<file path="src/rtl/mac_irq_pkg.sv">
// Package: shared constants of the MAC interrupt event/mask unit.
// Assumes a 32-bit register width; the bit sets below are fixed by the
// event layout that the status logic of the MAC drives.
package mac_irq_pkg;
    localparam int unsigned REG_W       = 32;
    localparam int unsigned MASK_SHIFT  = 16;
    // Implemented event positions: 31..29, 14..4, 2..0
    localparam logic [REG_W-1:0] EVT_IMPL  = 32'hE000_7FF7;
    // Error group: timestamp ECC (13), Tx ECC (9), Rx ECC (8)
    localparam logic [REG_W-1:0] ERR_GROUP = 32'h0000_2300;
    // Notification group: magic packet (14)
    localparam logic [REG_W-1:0] NRM_GROUP = 32'h0000_4000;
    // Mask value after reset: every maskable source enabled
    localparam logic [REG_W-1:0] MASK_RST  = (ERR_GROUP | NRM_GROUP) << MASK_SHIFT;
    // Word addresses of the register port
    localparam int unsigned ADDR_W    = 2;
    localparam logic [ADDR_W-1:0] ADDR_EVT  = 2'd0;
    localparam logic [ADDR_W-1:0] ADDR_MASK = 2'd1;
endpackage

</file>
<file path="src/rtl/mac_irq_evt_reg.sv">
// Module: sticky event register with write-one-to-clear.
// Each implemented bit sets on a pulse and clears on a one in clr_vec;
// a pulse wins over a clear in the same cycle. Bits outside IMPL are
// not built and read as zero. Assumes pulses are synchronous to clk.
module mac_irq_evt_reg #(
    parameter int unsigned             W    = 32,
    parameter logic [W-1:0]            IMPL = '1
) (
    input  logic         clk,
    input  logic         rst_n,
    input  logic [W-1:0] pulse,
    input  logic [W-1:0] clr_vec,
    output logic [W-1:0] evt_q
);
    for (genvar i = 0; i < W; i++) begin : g_bit
        if (IMPL[i]) begin : g_impl
            // Purpose: hold one event bit, set dominating clear.
            always_ff @(posedge clk) begin
                if (!rst_n)
                    evt_q[i] <= 1'b0;
                else if (pulse[i])
                    evt_q[i] <= 1'b1;
                else if (clr_vec[i])
                    evt_q[i] <= 1'b0;
            end
        end else begin : g_rsvd
            assign evt_q[i] = 1'b0;
        end
    end
endmodule

</file>
<file path="src/rtl/mac_irq_mask_reg.sv">
// Module: plain read/write mask register with a parameter reset value.
// Assumes the write strobe is already qualified by the address decode.
module mac_irq_mask_reg #(
    parameter int unsigned  W       = 32,
    parameter logic [W-1:0] RST_VAL = '0
) (
    input  logic         clk,
    input  logic         rst_n,
    input  logic         we,
    input  logic [W-1:0] wdata,
    output logic [W-1:0] mask_q
);
    // Purpose: store the mask word written by software.
    always_ff @(posedge clk) begin
        if (!rst_n)
            mask_q <= RST_VAL;
        else if (we)
            mask_q <= wdata;
    end
endmodule

</file>
<file path="src/rtl/mac_irq_line.sv">
// Module: one registered interrupt line.
// Aligns the mask down by SHIFT so each enable meets its event bit,
// keeps only the GROUP bits, and registers the OR as a level output.
module mac_irq_line #(
    parameter int unsigned  W     = 32,
    parameter int unsigned  SHIFT = 16,
    parameter logic [W-1:0] GROUP = '0
) (
    input  logic         clk,
    input  logic         rst_n,
    input  logic [W-1:0] evt,
    input  logic [W-1:0] mask,
    output logic         irq
);
    logic [W-1:0] aligned;
    logic         any_hit;

    // Purpose: move each enable bit onto the event bit it gates.
    always_comb begin
        aligned = mask >> SHIFT;
        any_hit = |(evt & aligned & GROUP);
    end

    // Purpose: register the line so the output is glitch-free.
    always_ff @(posedge clk) begin
        if (!rst_n)
            irq <= 1'b0;
        else
            irq <= any_hit;
    end
endmodule

</file>
<file path="src/rtl/mac_irq_unit.sv">
// Module: top of the MAC interrupt event/mask unit.
// Decodes the two-word register port, holds the event and mask words,
// and drives the error and notification interrupt lines.
// Assumes one register access per cycle; reads are combinational.
module mac_irq_unit
    import mac_irq_pkg::*;
(
    input  logic              clk,
    input  logic              rst_n,
    input  logic [REG_W-1:0]  evt_pulse,
    input  logic              reg_wr,
    input  logic [ADDR_W-1:0] reg_addr,
    input  logic [REG_W-1:0]  reg_wdata,
    output logic [REG_W-1:0]  reg_rdata,
    output logic              irq_err,
    output logic              irq_norm
);
    logic [REG_W-1:0] evt_q;
    logic [REG_W-1:0] mask_q;
    logic [REG_W-1:0] clr_vec;
    logic             mask_we;

    // Purpose: decode writes into a clear vector and a mask strobe.
    always_comb begin
        clr_vec = (reg_wr && reg_addr == ADDR_EVT) ? reg_wdata : '0;
        mask_we = reg_wr && reg_addr == ADDR_MASK;
    end

    // Purpose: return the addressed word, zero for unused addresses.
    always_comb begin
        case (reg_addr)
            ADDR_EVT:  reg_rdata = evt_q;
            ADDR_MASK: reg_rdata = mask_q;
            default:   reg_rdata = '0;
        endcase
    end

    mac_irq_evt_reg #(.W(REG_W), .IMPL(EVT_IMPL)) u_evt (
        .clk     (clk),
        .rst_n   (rst_n),
        .pulse   (evt_pulse),
        .clr_vec (clr_vec),
        .evt_q   (evt_q)
    );

    mac_irq_mask_reg #(.W(REG_W), .RST_VAL(MASK_RST)) u_mask (
        .clk    (clk),
        .rst_n  (rst_n),
        .we     (mask_we),
        .wdata  (reg_wdata),
        .mask_q (mask_q)
    );

    mac_irq_line #(.W(REG_W), .SHIFT(MASK_SHIFT), .GROUP(ERR_GROUP)) u_err (
        .clk   (clk),
        .rst_n (rst_n),
        .evt   (evt_q),
        .mask  (mask_q),
        .irq   (irq_err)
    );

    mac_irq_line #(.W(REG_W), .SHIFT(MASK_SHIFT), .GROUP(NRM_GROUP)) u_nrm (
        .clk   (clk),
        .rst_n (rst_n),
        .evt   (evt_q),
        .mask  (mask_q),
        .irq   (irq_norm)
    );
endmodule

</file>
<file path="config.mk">
export PLATFORM = sky130hd
export DESIGN_NAME = mac_irq_unit
export DESIGN_NICKNAME = d
export VERILOG_FILES = /design/src/rtl/mac_irq_pkg.sv /design/src/rtl/mac_irq_evt_reg.sv /design/src/rtl/mac_irq_mask_reg.sv /design/src/rtl/mac_irq_line.sv /design/src/rtl/mac_irq_unit.sv
export SDC_FILE = /design/constraint.sdc
export NUM_CORES = 1
export LEC_CHECK = 0
export BUFFER_PORTS_ARGS = -buffer_cell sky130_fd_sc_hd__buf_2
export CAP_MARGIN = 15
export CORE_MARGIN = 4
export CORE_UTILIZATION = 40
export DETAILED_ROUTE_END_ITERATION = 10
export PLACE_DENSITY = 0.69
export SYNTH_ARGS = -nofsm -noshare
export SYNTH_HDL_FRONTEND = slang
export SYNTH_SLANG_ARGS = --single-unit
export TNS_END_PERCENT = 5
</file>
<file path="constraint.sdc">
create_clock -name clk -period 2.3 [get_ports clk]
set_clock_uncertainty 0.2 [all_clocks]
set_input_delay 0.115 -clock clk [delete_from_list [all_inputs] [get_ports clk]]
set_output_delay 0.115 -clock clk [all_outputs]
set_load 0.05 [all_outputs]
</file>
[Word level (Yosys, flattened, before mapping)]
Cells that the tools add are included.
Word-level totals
  output and inout port bits: 34
  bits in latches: 0
  register bits: 51
  bits in read-only memories: 0
  RAM bits: 0
  bits of input ports: 69
  logic and storage cells: 79
  memories: 0
Cells by class
  bitwise operators: 1
  $mul: 0
  equality and inequality tests: 1
  reduce and logical (&&, ||, !) cells: 21
  add/subtract/negate cells: 0
  div/mod/pow operators: 0
  $lt $le $gt $ge: 0
  multiplexer cells: 36
  shifts and indexed selects: 0
Operators by type and width (count)
  $pmux W32 S2: 1
  $mux W1: 34
  $reduce_bool A2 Y1: 17
  $mux W32: 1
  $and A15 B15 Y15: 1
  $reduce_or A3 Y1: 1
  $eq A2 B1 Y1 const B: 1
  $logic_and A1 B1 Y1: 2
  $logic_not A2 Y1: 1

[Longest topological paths before layout]
  depth in word-level cells: 5
  depth in mapped cells: 5
  mapped depth without buffers: 2

[By module]
A second synthesis with hierarchy kept.
Unflattened totals
  cells, all modules: 287
  area total of the unflattened synthesis: 2756.4 um^2
Modules (own cells, without submodules)
  mac_irq_mask_reg: sequential area each 640.6 um^2, instances 1, area each 1233.7 um^2, cells each 103
  mac_irq_unit: sequential area each 0.0 um^2, instances 1, area each 738.2 um^2, cells each 110
  mac_irq_evt_reg: sequential area each 340.3 um^2, instances 1, area each 721.9 um^2, cells each 69
  mac_irq_line (u_err): sequential area each 20.0 um^2, instances 1, area each 36.3 um^2, cells each 3
  mac_irq_line (u_nrm): sequential area each 20.0 um^2, instances 1, area each 26.3 um^2, cells each 2

[Least setup slack after synthesis]
Ideal clock, no wire load.
  path type: input-to-output
  start point: in reg_addr[0]
  end point: out reg_rdata[0]
  slack: 721 ps
  data required time: 1985 ps
  data arrival time: 1264 ps
  buffers on the path: 2
  stages: 4
  path through: buf_2 buf_2 mux2i_1 nor2_1
Between the ends
  word-level cells in the longest chain between the ends: 2
  elaborated cells between the ends (all ways): 3
  classes of those cells: 1 x eq/ne; 1 x mux; 1 x reduce/logical
RTL lines
  start, declared: line mac_irq_unit.sv:12  | input logic [ADDR_W-1:0] reg_addr,
  $eq A2 B1 Y1 or $logic_not A2 Y1 (tied branches): line mac_irq_unit.sv:31  | case (reg_addr)
  $pmux W32 S2 *: line mac_irq_unit.sv:31
  end, declared: line mac_irq_unit.sv:14  | output logic [REG_W-1:0] reg_rdata,
Mark *: on every way between the ends. The rest lies on a longest branch, timed or not.

[Worst setup path after layout]
  start point: in reg_wr
  end point: reg u_evt.evt_q[7]
Between the ends
  word-level cells in the longest chain between the ends: 3
RTL lines
  start, declared: line mac_irq_unit.sv:11  | input logic reg_wr,
  $logic_and A1 B1 Y1: line mac_irq_unit.sv:25  | clr_vec = (reg_wr && reg_addr == ADDR_EVT) ? reg_wdata : '0;
  $mux W32: line mac_irq_unit.sv:25
  $reduce_bool A2 Y1 (no line)
  end signal, assigned by index: line mac_irq_evt_reg.sv:20  | evt_q[i] <= 1'b0;
  end signal, assigned by index: line mac_irq_evt_reg.sv:22  | evt_q[i] <= 1'b1;
  end signal, assigned by index: line mac_irq_evt_reg.sv:24  | evt_q[i] <= 1'b0;
  end, declared: line mac_irq_evt_reg.sv:13  | output logic [W-1:0] evt_q
Every way passes these cells.
A chain may end at the register's enable or synchronous reset.

==> results_dict.tcl <==
set metrics [dict create \
    place.detailed.hpwl_mm 3.728 \
    dpl-instance-area_um2 2801 \
    post_synth_most_frequent_cells "nand2_1, dfxtp_1, mux2i_1" \
    diodes 0 \
    startpoint_of_the_worst_slack_reg_to_reg_timing_path "u_evt.evt_q[7]$_SDFFE_PN0P_" \
    clk_root_buffer_cell "clkbuf_8" \
    tritoncts.num_buffers 5 \
    fillerInstances 493 \
    finalHoldViolations 0 \
    global_route.usage.total_pct 17.29 \
    cts_buffer_depth 2 \
    synth_edf_count 0 \
    relSlewSlack_pct 38.65 \
    synth_fp_nets 342 \
    final_weighted_congestion_of_routability_driven_global_placement 0.7499 \
    antenna_violations_before_repair 0 \
    design_area_um2 3417 \
    final-instance-count-excl-fill 477 \
    nature_of_the_critical_path_startpoint "input port" \
    grt_setup_unrepaired "no" \
    drt_wl_total_mm 6.014 \
    hold_end "u_mask.mask_q[29]$_SDFFE_PN1P_" \
    min_delay_path_depth 3 \
    drc 0 \
    layout_min_cycle_time_ns 2.180 \
    drt-initial-drc-count 66 \
    clkTransAtPathRegs_ns 0.09 \
    synth.yosys.seq_area_share_pct 43.73 \
    crit_arrival_ns 2.16 \
    worstSetupPathType "in -> reg" \
    dr_wl_cell_um 12.61 \
    synth.yosys.warnings 0 \
    buffer_ports.inserted 87 \
    place_worst_setup_slack_ns 0.5942 \
    timing.fmax_ghz 0.4587 \
    dieHeight_um 84.40 \
    cp_slowest_cell "dlygate4sd3_1" \
    vias_in_the_first_global_route 2344 \
    cts.sink_count 51 \
    grt_first_pass_wirelength_mm 10.36 \
    ys_dominant_reg_cell "dfxtp_1" \
    post-route-period-util_pct 94.79 \
    tritoncts_clock_tree "built" \
    final_critical_path_setup_slack_ns 0.1199 \
    reg2reg_slack_ns 0.82 \
    grt_max_degree 80 \
    min-delay-path-class "in -> reg" \
    post-synth-top-area-fraction_pct 43.73 \
    synthDistinctLibCells 20 \
    placementRows 27 \
    power.density_nw_per_um2 545.7 \
    cpLargestDelayFamily "buffers and inverters" \
    setup_viol_count_final 0 \
    fp.dieArea_um2 7123 \
    status "finished clean" \
    critical_path.cell_chain "dlygate4sd3_1, buf_2, nor3b_2, buf_4, a31oi_1, dlygate4sd3_1" \
    netlist_instances 273 \
    hold_path.startpoint "rst_n" \
    max_cap_violations 0 \
    drt-pass1-iter-count 4 \
    p_leak_nw 1.657 \
    total_congestion_overflow_after_global_routing 0 \
    depth_of_the_most_critical_reg_to_reg_path 3 \
    crit_path_frequent_cell "dlygate4sd3_1" \
    initial_core_util_pct 41.89 \
    r2r_end "u_evt.evt_q[7]$_SDFFE_PN0P_" \
    layout.nets 473 \
    crit_start "reg_wr" \
    irDropWorstVdd_v 0.0003242 \
    dp.cells 417 \
    vias 2256 \
    critical_path_peak_fanout 13 \
    timing.critical_path.slowest_cell_delay_ns 0.57 \
    post_route_cells_drive_above_1_share_pct 24.94 \
    die_w_um 84.40 \
    synth_async_sr_flop_share_pct 0 \
    syn-mean-instance-area_um2 8.552 \
    yosys_register_bits 51 \
    worstPathRequired_ns 2.28 \
    post-route-util_pct 61.30 \
    most_area_consuming_cells_after_synthesis "dfxtp_1, mux2i_1, nand2_1" \
    area_growth_pct 46.36 \
    synth_area_um2 2335 \
    yosys.area.top_type "dfxtp_1" \
    cts_max_level 2 \
    placeableCoreArea_um2 5574 \
    max_slew.worst_pin.slew_ns 0.9202 \
    antenna_left 0 \
    most_frequent_cell_after_synthesis "nand2_1" \
    cp.buffers_inverters 4 \
    worst_skew_pair_latency_ns 0.29 \
    timing.critical_path.to_type "flip-flop" \
    number_of_top_level_design_ports 103 \
    timing.setup.tns_ns 0 \
    slew_viol_final 0 \
    route.detailed.vias_per_inst 4.730 \
]
-- layer usage --
metal	global-route usage [%]	wire [um]	up-vias
li1	-	-	1167
met1	21.40	2651	1017
met2	30.27	2918	70
met3	4.416	424	2
met4	3.885	20	0
met5	0	0	-
-- worst max path at each step --
stage,depth (start not counted),endpoint,slack (ns)
final,6,u_evt.evt_q[7]$_SDFFE_PN0P_,0.12
after CTS,6,u_evt.evt_q[11]$_SDFFE_PN0P_,0.15
after global placement,3,u_mask.mask_q[23]$_SDFFE_PN0P_,0.62
after global routing,6,u_evt.evt_q[31]$_SDFFE_PN0P_,0.006
after detailed placement,3,u_mask.mask_q[7]$_SDFFE_PN0P_,0.59
after floorplan,4,reg_rdata[0],0.72
-- power by group --
group | total [mW] | switching (mW) | internal [mW]
combinational | 0.391 | 0.213 | 0.178
clock | 0.522 | 0.275 | 0.247
sequential | 0.951 | 0.0230 | 0.928
total | 1.86 | 0.512 | 1.35
-- repair_timing --
action,in CTS,in global routing
hold buffers,52,0
buffers inserted,0,0
endpoints found under the hold margin,49,0
gates resized for setup,0,0
-- tightest hold or removal path, cell delays in order --
cell	delay, ns
buf_2	0.12
buf_12	0.19
o211ai_1	0.10
-- logic make-up after synthesis --
logic type	after synthesis	share of synthesized area (%)
and+or+nand+nor	97	18.97
DFF	51	43.73
muxes	45	19.29
AOI/OAI and AO/OA	39	9.914
buffers and inverters	41	8.092
-- flip-flops by register name, indices dropped and copies added (netlist names) --
signal,flops
u_evt.evt_q,17
u_err.irq,1
u_mask.mask_q,32
u_nrm.irq,1
-- layout by cell type, fill, tap and decap left out --
master         netlist  final
buf_2                7     87
nand2_1             56     56
dlygate4sd3_1        0     52
dfxtp_1             51     51
mux2i_1             45     45
inv_1               21     21
nor2_1              17     17
o21ai_0             17     17
a31oi_1             17     17
and2_1              15     15
clkbuf_8             0      6
nand4b_1             4      4
o211ai_1             4      4
buf_4                1      4
nor2b_1              2      2
and3b_2              0      1
nor3b_2              1      1
a222oi_1             1      1
and3_1               1      1
clkbuf_1             8      1
clkinv_4             0      1
buf_12               0      1
-- final cells by class --
class	instances	area (um2)	area share (%)
Sequential cell	51	1021	29.88
Clock buffer	7	86.33	2.527
Multi-Input combinational cell	181	1126	32.95
Clock inverter	1	8.758	0.2563
Inverter	21	78.83	2.307
Tap cell	72	90.09	2.636
Timing Repair Buffer	144	1006	29.44
-- stage by stage --
stage | hold WS, ns | power [mW]
CTS | 0.08081 | 1.887
floorplan | 0.01521 | 1.182
finish | 0.08173 | 1.865
global route | 0.1010 | 1.968
detailed placement | 0.1216 | 1.287
global placement | 0.1171 | 1.280
Power figures use the tool's default switching activity.
